### config.mk
export PLATFORM = sky130hd
export DESIGN_NAME = pbus_cycle_seq
export DESIGN_NICKNAME = d
export VERILOG_FILES = /design/src/rtl/pbus_pkg.sv /design/src/rtl/pbus_slice_tmr.sv /design/src/rtl/pbus_strobe_dec.sv /design/src/rtl/pbus_rd_capture.sv /design/src/rtl/pbus_cycle_seq.sv
export SDC_FILE = /design/constraint.sdc
export NUM_CORES = 1
export LEC_CHECK = 0
export ABC_AREA = 1
export ABC_CLOCK_PERIOD_IN_PS = 4700
export BUFFER_PORTS_ARGS = -buffer_cell sky130_fd_sc_hd__buf_4
export CELL_PAD_IN_SITES_DETAIL_PLACEMENT = 1
export CELL_PAD_IN_SITES_GLOBAL_PLACEMENT = 1
export CORE_MARGIN = 1.5
export CORE_UTILIZATION = 39
export CTS_CLUSTER_SIZE = 30
export DETAILED_ROUTE_END_ITERATION = 8
export PLACE_DENSITY_LB_ADDON = 0.1
export SYNTH_ARGS = -nofsm -noshare
export SYNTH_HDL_FRONTEND = slang
export SYNTH_SLANG_ARGS = --single-unit
export TNS_END_PERCENT = 10
### constraint.sdc
create_clock -name clk -period 4.7 [get_ports clk]
set_clock_uncertainty 0.1 [all_clocks]
set_input_delay 0.235 -clock clk [delete_from_list [all_inputs] [get_ports clk]]
set_output_delay 0.235 -clock clk [all_outputs]
set_load 0.02 [all_outputs]
### src/rtl/pbus_pkg.sv
package pbus_pkg;

    localparam int KIND_W    = 3;
    localparam int NUM_KINDS = 5;

    localparam logic [KIND_W-1:0] K_SEL    = 3'd0;
    localparam logic [KIND_W-1:0] K_WRMASK = 3'd1;
    localparam logic [KIND_W-1:0] K_RDIRQ  = 3'd2;
    localparam logic [KIND_W-1:0] K_RDDATA = 3'd3;
    localparam logic [KIND_W-1:0] K_WRDATA = 3'd4;

    typedef enum logic [2:0] {
        ST_IDLE,
        ST_LEAD,
        ST_STRB1,
        ST_WAITX,
        ST_STRB2,
        ST_HOLD
    } seq_state_e;

    function automatic logic kind_is_write(input logic [KIND_W-1:0] k);
        return (k == K_SEL) || (k == K_WRMASK) || (k == K_WRDATA);
    endfunction

    function automatic logic kind_is_read(input logic [KIND_W-1:0] k);
        return (k == K_RDIRQ) || (k == K_RDDATA);
    endfunction

    function automatic logic kind_is_data(input logic [KIND_W-1:0] k);
        return (k == K_RDDATA) || (k == K_WRDATA);
    endfunction

endpackage

### src/rtl/pbus_slice_tmr.sv
module pbus_slice_tmr #(
    parameter int CNT_W = 8
) (
    input  logic             clk,
    input  logic             rst_n,
    input  logic             load,
    input  logic             clr,
    input  logic [CNT_W-1:0] len_in,
    output logic             last
);

    logic [CNT_W-1:0] len_m1;
    logic [CNT_W-1:0] cnt;

    always_ff @(posedge clk or negedge rst_n) begin
        if (!rst_n) begin
            len_m1 <= '0;
            cnt    <= '0;
        end else begin
            if (load) begin
                len_m1 <= (len_in == '0) ? '0 : len_in - 1'b1;
            end
            if (clr || last) begin
                cnt <= '0;
            end else begin
                cnt <= cnt + 1'b1;
            end
        end
    end

    assign last = (cnt == len_m1);

endmodule

### src/rtl/pbus_strobe_dec.sv
module pbus_strobe_dec
    import pbus_pkg::*;
#(
    parameter int N = NUM_KINDS
) (
    input  logic              active,
    input  logic [KIND_W-1:0] kind,
    output logic [N-1:0]      strb_n
);

    for (genvar k = 0; k < N; k++) begin : g_strb
        assign strb_n[k] = ~(active && (kind == KIND_W'(k)));
    end

endmodule

### src/rtl/pbus_rd_capture.sv
module pbus_rd_capture #(
    parameter int W      = 16,
    parameter int USED_W = 16
) (
    input  logic         clk,
    input  logic         rst_n,
    input  logic         cap,
    input  logic [W-1:0] din,
    output logic [W-1:0] q
);

    logic [W-1:0] din_used;

    if (USED_W < W) begin : g_narrow
        assign din_used = {{(W-USED_W){1'b0}}, din[USED_W-1:0]};
    end else begin : g_full
        assign din_used = din;
    end

    always_ff @(posedge clk or negedge rst_n) begin
        if (!rst_n) begin
            q <= '0;
        end else if (cap) begin
            q <= din_used;
        end
    end

endmodule

### src/rtl/pbus_cycle_seq.sv
module pbus_cycle_seq
    import pbus_pkg::*;
#(
    parameter int DATA_W  = 16,
    parameter int ADDR_W  = 6,
    parameter int SLICE_W = 8,
    parameter int BUS16   = 1
) (
    input  logic               clk,
    input  logic               rst_n,
    input  logic [SLICE_W-1:0] slice_len,
    input  logic               req_valid,
    output logic               req_ready,
    input  logic [KIND_W-1:0]  req_kind,
    input  logic [ADDR_W-1:0]  req_addr,
    input  logic [DATA_W-1:0]  req_wdata,
    output logic               busy,
    output logic               done,
    output logic [DATA_W-1:0]  rd_data,
    output logic [ADDR_W-1:0]  bus_addr,
    output logic [DATA_W-1:0]  bus_dout,
    output logic               bus_doe,
    input  logic [DATA_W-1:0]  bus_din,
    input  logic               wait_n,
    output logic               sel_n,
    output logic               wrmask_n,
    output logic               rdirq_n,
    output logic               rdd_n,
    output logic               wrd_n
);

    localparam int DUSE = (BUS16 != 0) ? DATA_W : DATA_W / 2;
    localparam int AUSE = (BUS16 != 0) ? ADDR_W : ADDR_W - 2;
    localparam logic [DATA_W-1:0] DKEEP = {DATA_W{1'b1}} >> (DATA_W - DUSE);
    localparam logic [ADDR_W-1:0] AKEEP = {ADDR_W{1'b1}} >> (ADDR_W - AUSE);

    seq_state_e            state, nxt;
    logic [KIND_W-1:0]     kind_q;
    logic [ADDR_W-1:0]     addr_q;
    logic [DATA_W-1:0]     wdata_q;
    logic                  done_q;
    logic                  accept;
    logic                  slice_last;
    logic                  strobe_on;
    logic [NUM_KINDS-1:0]  strb_n;

    assign accept = req_valid && (state == ST_IDLE);

    // state register
    always_ff @(posedge clk or negedge rst_n) begin
        if (!rst_n) begin
            state <= ST_IDLE;
        end else begin
            state <= nxt;
        end
    end

    // request capture and completion flag
    always_ff @(posedge clk or negedge rst_n) begin
        if (!rst_n) begin
            kind_q  <= '0;
            addr_q  <= '0;
            wdata_q <= '0;
            done_q  <= 1'b0;
        end else begin
            if (accept) begin
                kind_q  <= req_kind;
                addr_q  <= req_addr & AKEEP;
                wdata_q <= req_wdata & DKEEP;
            end
            done_q <= (state == ST_HOLD) && slice_last;
        end
    end

    always_comb begin
        nxt = state;
        unique case (state)
            ST_IDLE:  if (req_valid)  nxt = ST_LEAD;
            ST_LEAD:  if (slice_last) nxt = ST_STRB1;
            ST_STRB1: if (slice_last) begin
                          nxt = (kind_is_data(kind_q) && !wait_n) ? ST_WAITX : ST_STRB2;
                      end
            ST_WAITX: if (wait_n)     nxt = ST_STRB2;
            ST_STRB2: if (slice_last) nxt = ST_HOLD;
            ST_HOLD:  if (slice_last) nxt = ST_IDLE;
            default:                  nxt = ST_IDLE;
        endcase
    end

    // outputs
    always_comb begin
        busy      = (state != ST_IDLE);
        req_ready = (state == ST_IDLE);
        strobe_on = (state == ST_STRB1) || (state == ST_WAITX) || (state == ST_STRB2);
        bus_doe   = busy && kind_is_write(kind_q);
        bus_addr  = (busy && kind_is_data(kind_q)) ? addr_q : '0;
        bus_dout  = bus_doe ? wdata_q : '0;
        done      = done_q;
    end

    pbus_slice_tmr #(
        .CNT_W (SLICE_W)
    ) u_tmr (
        .clk    (clk),
        .rst_n  (rst_n),
        .load   (accept),
        .clr    ((state == ST_IDLE) || (state == ST_WAITX)),
        .len_in (slice_len),
        .last   (slice_last)
    );

    pbus_strobe_dec #(
        .N (NUM_KINDS)
    ) u_dec (
        .active (strobe_on),
        .kind   (kind_q),
        .strb_n (strb_n)
    );

    pbus_rd_capture #(
        .W      (DATA_W),
        .USED_W (DUSE)
    ) u_cap (
        .clk   (clk),
        .rst_n (rst_n),
        .cap   ((state == ST_STRB2) && slice_last && kind_is_read(kind_q)),
        .din   (bus_din),
        .q     (rd_data)
    );

    assign sel_n    = strb_n[K_SEL];
    assign wrmask_n = strb_n[K_WRMASK];
    assign rdirq_n  = strb_n[K_RDIRQ];
    assign rdd_n    = strb_n[K_RDDATA];
    assign wrd_n    = strb_n[K_WRDATA];

endmodule

==> results by group, run 1 <==
CTS
  • Post-cts repair resize count: 0
  • TritonCTS buffer count: 9
  • Clk buf depth: 2
  • CTS tree: yes
  • CTS sink cnt: 61
  • Worst-path clk slew: 0.07 ns
  • Worst-skew pair later-pin latency: 0.33 ns
  • CTS H-Tree Depth: 3
  • CTS root buf: clkbuf_8

Routing
  • Met1 WL: 3580 um
  • Vias per cell: 4.75
  • DR pass1 iterations: 4
  • Avg WL per Cell: 13.9 um
  • DRT antenna net count: 0
  • Vias: 2,767
  • Met3 Wirelength: 433 um
  • DR WL met2: 4020 um
  • Top routing layer used: met4
  • Residual DRC: 0
  • WL final: 8110 um
  • DRT iter0 DRCs: 97

Synthesis
  • Largest area contributor in the netlist: dfrtp_1
  • Synthesized Nets: 427
  • Post-synth top area share: 0.509
  • Async SR Flop Fraction: 1.00
  • Synth cell count leaders: nand2_1, dfrtp_1, inv_1
  • Register area share after synthesis: 0.509
  • Synth Cell Area: 3000 um2
  • Synth cell types: 23
  • Yosys warns: 0
  • Main synth FF type: dfrtp_1
  • Count leader, synth: nand2_1
  • Dominant cells by area after synthesis: dfrtp_1, nand2_1, inv_1
  • Syn Area/Cell: 8.08 um2
  • Syn Inst Count: 371
  • Post-synth EDFFs: 0
  • #FFs+latches synth: 61

Setup path
  • Worst R2R End: u_tmr.len_m1[7]
  • Worst EP arrival: 2.53 ns
  • Setup CP Type: reg2reg
  • R2R cell count: 9
  • CP required: 4.84 ns
  • Crit-path max FO: 56
  • Critical Path Sink Type: register
  • Worst-path cell chain: nor2_4, nand2_4, inv_2, nand2_2, inv_2, o21ai_1, nor2_1, nand2_1, o21ai_1
  • Worst r2r src: state[0]
  • R2r setup slk: 2.31 ns
  • Slowest-stage cell, CP: inv_2
  • CP startpoint kind: register
  • Crit-path max cell delay: 0.59 ns

STA
  • RSZ-0062 raised after global routing: no
  • Slew Limit Fails: 0
  • Fmax: 419 MHz
  • Slew headroom: 0.458
  • Worst slew pin tran: 0.810 ns
  • Final worst setup slack: 2.31 ns
  • Endpoints failing setup: 0
  • Final period utilization: 0.508
  • Final hold vios: 0
  • TNS Setup: 0 ns
  • Fin crit period: 2.39 ns

Floorplan
  • Initial Util: 0.409
  • Io pins: 100
  • Core area: 7330 um2
  • DIE AREA: 8230 um2
  • Row Count: 31
  • Die W: 90.7 um
  • Die H: 90.7 um

Placement
  • # port buffers: 99
  • Post-Place Setup Slack: 2.29 ns
  • Dpl cell area: 3770 um2
  • Final HPWL DP: 5890 um
  • Placer Congestion: 0.769

Layout
  • Final net count: 535
  • Cell area after layout: 4010 um2
  • Final core occ: 0.547
  • Ant diodes: 0
  • Layout cells sized above 1: 0.259
  • P&R area growth vs syn: 33.8%

GRT
  • Total Routing Usage GR: 0.211
  • First-pass GRT wire length: 13,800 um
  • Vias in the first global route: 3,009
  • Total grt overflow: 0
  • Initial antenna violation count: 0
  • Largest net degree at the start of global routing: 62

Power and ir drop
  • Leak: 2.05 nW
  • PwrDens: 576 nW/um2
  • Final Total Pwr: 0.00231 W
  • Worst VDD drop: 0.216 mV

Status
  • Status: finished clean

Hold path
  • Hold path start: req_wdata[11]
  • WHS Path Cells: 3
  • Hold endpoint: wdata_q[11]
  • HP Class: in2reg

Flow run
  • Max cap viols: 0
==> cell type report <==
| class | instances | area, um2 |
|---|---|---|
| multi-input combinational | 248 | 1180 |
| clock inverter | 5 | 27.5 |
| inverter | 52 | 195 |
| timing repair buffer | 107 | 823 |
| clock buffer | 10 | 138 |
| sequential | 61 | 1530 |
| tap | 99 | 124 |
| fill | 904 | 3320 |
==> logic make-up (layout without fill, tap and decap cells) <==
kind of cell	after synthesis	count (layout)	synth area share
AO/OA/AOI/OAI	41	41	0.0738
adder cells (fa/ha/maj)	3	3	0.0125
flip-flops	61	61	0.509
XOR/XNOR	11	11	0.0321
buffers and inverters	62	174	0.0985
AND/OR/NAND/NOR	193	193	0.274
==> metrics by stage <==
stage	hold slack (ns)	instances
finish	0.0176	582
global route	0.00721	582
CTS	0.000634	581
detailed placement	0.269	559
global placement	0.270	559
floorplan	-0.161	371
==> worst max-delay path by stage <==
| stage | startpoint | endpoint | slack (ns) | depth (start not counted) |
|---|---|---|---|---|
| 2_1_floorplan | state[2] | bus_dout[10] | 3.07 | 5 |
| 5_1_grt | state[0] | u_tmr.len_m1[7] | 2.02 | 9 |
| 3_5_place_dp | state[0] | u_tmr.len_m1[7] | 2.29 | 9 |
| 3_3_place_gp | state[0] | u_tmr.len_m1[7] | 2.35 | 9 |
| 6_report | state[0] | u_tmr.len_m1[7] | 2.31 | 9 |
| 4_1_cts | state[0] | u_tmr.len_m1[7] | 2.26 | 9 |
==> placed cells by master, fill, tap and decap left out <==
cell           instances
o21ai_1               19
dfrtp_1               61
or2_2                  1
dlygate4sd3_1          8
nor2_4                 1
buf_4                 99
ha_1                   3
clkbuf_8              10
nand2_4                3
nand4_1                3
o211ai_1               1
o22ai_1                5
o21ai_0               15
inv_1                 49
clkinvlp_4             1
nor2_1                43
nand2_1              106
xnor2_1                5
clkinv_2               4
xor2_1                 6
nand2_2                1
nand3_1               32
nor3_4                 1
o211ai_2               1
nor3_1                 2
inv_2                  3
==> where the power goes <==
part	internal [W]	total, W	switching [W]	leakage, nW
Sequential	0.000715	0.000827	0.000112	0.710
Combinational	0.000394	0.00108	0.000687	1.26
Clock	0.000199	0.000401	0.000202	0.0877
Total	0.00131	0.00231	0.00100	2.05
==> critical path: cells and delay by family (launching register included) <==
family | cells | cell delay [ns]
AOI/OAI and AO/OA | 2 | 0.44
buffers and inverters | 2 | 0.66
DFF | 1 | 0.47
and+or+nand+nor | 5 | 0.62
==> flip-flops by register name, summed over array words and instances (netlist names) <==
register / count
state: 3
kind_q: 3
addr_q: 6
u_cap.q: 16
done: 1
u_tmr.cnt: 8
wdata_q: 16
u_tmr.len_m1: 8
==> routing by layer <==
layer,global-route usage,vias to the layer above
met5,0,-
met1,0.258,1318
met2,0.365,77
met4,0.0569,0
met3,0.0564,6
li1,-,1366
==> repair_timing <==
item	CTS	global route
buffers inserted	0	0
hold buffers	7	1
hold endpoints to repair	67	1
Power figures use the tool's default switching activity.
==> run 2, diff against run 1 <==
--- a/config.mk
+++ b/config.mk
@@ -6,12 +6,12 @@
 export NUM_CORES = 1
 export LEC_CHECK = 0
 export ABC_AREA = 1
-export ABC_CLOCK_PERIOD_IN_PS = 4700
+export ABC_CLOCK_PERIOD_IN_PS = 2130
 export BUFFER_PORTS_ARGS = -buffer_cell sky130_fd_sc_hd__buf_4
 export CELL_PAD_IN_SITES_DETAIL_PLACEMENT = 1
 export CELL_PAD_IN_SITES_GLOBAL_PLACEMENT = 1
 export CORE_MARGIN = 1.5
-export CORE_UTILIZATION = 39
+export CORE_UTILIZATION = 33
 export CTS_CLUSTER_SIZE = 30
 export DETAILED_ROUTE_END_ITERATION = 8
 export PLACE_DENSITY_LB_ADDON = 0.1
==> constraint.sdc (replaced) <==
create_clock -name clk -period 2.13 [get_ports clk]
set_clock_uncertainty 0.1 [all_clocks]
set_input_delay 0.1065 -clock clk [delete_from_list [all_inputs] [get_ports clk]]
set_output_delay 0.1065 -clock clk [all_outputs]
set_load 0.02 [all_outputs]
==> run 2 against run 1 <==
Net effect:
- power grew 130%
- via count grew 6.3%
- sequential cell count is the same
- final cell count grew 8.1%
- core utilization shrank 3.9 points
- sequential power grew 120%
- non-clock buffer count grew 38
- setup slack lost 2.2 ns
- critical path depth shrank 5
==> results by group, run 2 (synthesis results as in run 1) <==
Status
  • Status: finished clean

Setup path
  • CP startpoint kind: register
  • Slowest-stage cell, CP: o211ai_4
  • Worst-path cell chain: inv_1, o211ai_4, nor2_1, buf_4
  • Worst r2r src: state[0]
  • R2r setup slk: 0.33 ns
  • CP required: 1.92 ns
  • Critical Path Sink Type: output pin
  • R2R cell count: 9
  • Setup CP Type: reg2out
  • Crit-path max FO: 17
  • Worst R2R End: u_tmr.len_m1[7]
  • Worst EP arrival: 1.78 ns
  • Crit-path max cell delay: 0.51 ns

CTS
  • Setup repair bufs after CTS: 0
  • Worst-skew pair later-pin latency: 0.32 ns
  • CTS root buf: clkbuf_8
  • CTS tree: yes
  • CTS sink cnt: 61
  • Clk buf depth: 2
  • TritonCTS buffer count: 9
  • CTS H-Tree Depth: 3
  • Worst-path clk slew: 0.06 ns

Power and ir drop
  • PwrDens: 1210 nW/um2
  • Clock power share: 0.192
  • Leak: 2.24 nW
  • Sequential fraction of design power: 0.341
  • Worst VDD drop: 0.387 mV
  • Combinational share of power: 0.467
  • Sw Pwr: 0.00225 W
  • Internal Power: 0.00312 W
  • Switching part of the total power: 0.419

STA
  • Slew Limit Fails: 0
  • Final hold vios: 0
  • Fin crit period: 1.98 ns
  • Final period utilization: 0.931
  • RSZ-0062 raised after global routing: no
  • Fmax: 504 MHz
  • Endpoints failing setup: 0
  • TNS Setup: 0 ns
  • Hold slack: 0.0263 ns
  • Worst slew pin tran: 0.803 ns
  • Slew headroom: 0.465

Layout
  • Final net count: 573
  • Ant diodes: 0
  • Regs by FF count: u_cap.q x16, wdata_q x16
  • Most frequent cells in the layout: nand2_1, buf_4, dfrtp_1, inv_1
  • Layout cells sized above 1: 0.246
  • P&R area growth vs syn: 48.4%
  • Layout Cells excl Fill: 629
  • Most common cell after layout, fill and taps aside: nand2_1

Routing
  • Vias per cell: 4.68
  • Residual DRC: 0
  • DRT iter0 DRCs: 99
  • DR pass1 iterations: 4
  • WL final: 9010 um
  • DRT antenna net count: 0
  • Vias: 2,941
  • Avg WL per Cell: 14.3 um

GRT
  • Vias in the first global route: 3,118
  • Largest net degree at the start of global routing: 62
  • First-pass GRT wire length: 15,100 um
  • Total grt overflow: 0
  • Initial antenna violation count: 0
  • Total Routing Usage GR: 0.195

Floorplan
  • Row Count: 34
  • Core area: 8760 um2
  • Die H: 98.3 um
  • DIE AREA: 9670 um2
  • Initial Util: 0.342
  • Io pins: 100
  • Die W: 98.3 um

Placement
  • Final HPWL DP: 6120 um
  • Placer Congestion: 0.790
  • # port buffers: 99
  • Placed Instances: 571

Hold path
  • HP Class: in2reg
  • Hold path start: slice_len[7]
  • Hold endpoint: u_tmr.len_m1[7]
  • WHS Path Cells: 5

Flow run
  • Max cap viols: 0
-- run 2: changes by cell type in the layout (fill, tap and decap cells not counted) --
cell and change:
bufinv_16 +1, clkbuf_8 +1, clkinv_2 -2, buf_4 +2, dlygate4sd3_1 +35, o211ai_2 -1, o211ai_4 +1, buf_12 +1
-- run 2: critical path: cells and delay by family (launching register included) --
| kind | cells | cell delay [ns] |
|---|---|---|
| AOI/OAI and AO/OA | 1 | 0.51 |
| and+or+nand+nor | 1 | 0.11 |
| buffers and inverters | 2 | 0.36 |
| DFF | 1 | 0.46 |
-- run 2: worst max path at each step --
stage,endpoint,cells past startpoint,slack (ns),from
after floorplan,u_tmr.len_m1[5],8,0.57,state[0]
after global placement,u_tmr.len_m1[7],9,0.43,state[0]
after detailed placement,bus_dout[9],4,0.34,kind_q[2]
after CTS,bus_addr[1],7,0.14,kind_q[1]
after global routing,bus_dout[11],4,0.03,kind_q[2]
final,bus_dout[10],4,0.15,kind_q[2]
-- run 2: per-layer routing --
| metal | GRT usage | wire length, um | vias up |
|---|---|---|---|
| li1 | - | - | 1444 |
| met1 | 0.243 | 3950 | 1422 |
| met2 | 0.351 | 4650 | 67 |
| met3 | 0.0251 | 320 | 8 |
| met4 | 0.0585 | 93 | 0 |
| met5 | 0 | 0 | - |
-- run 2: timing repair --
action,4_1_cts,5_1_grt
setup endpoints to repair,11,0
hold buffers,43,0
hold endpoints to repair,103,0
resized for setup,1,0
-- run 2: area by class of cell --
type                            instances  area [um2]
Multi-Input combinational cell        248        1190
Tap cell                              108         135
Clock buffer                           11         151
Timing Repair Buffer                  145        1210
Sequential cell                        61        1530
Inverter                               52         195
Fill cell                            1048        4310
Clock inverter                          4        47.5
-- run 2: stage by stage --
step,area (um2),worst slack [ns],utilization,power (W)
final,4450,0.147,0.508,0.00537
after CTS,4450,0.141,0.508,0.00544
after floorplan,3000,0.570,-,0.00339
after global placement,3810,0.432,0.435,0.00419
after global routing,4450,0.0269,0.508,0.00582
after detailed placement,3810,0.337,0.435,0.00428
-- run 2: power groups by stage --
stage                     sequential, W  combinational [W]  clock [W]
after floorplan                 0.00186            0.00153          0
after global placement          0.00182            0.00236          0
after detailed placement        0.00184            0.00243          0
after CTS                       0.00183            0.00254    0.00108
after global routing            0.00188            0.00280    0.00114
final                           0.00183            0.00251    0.00103
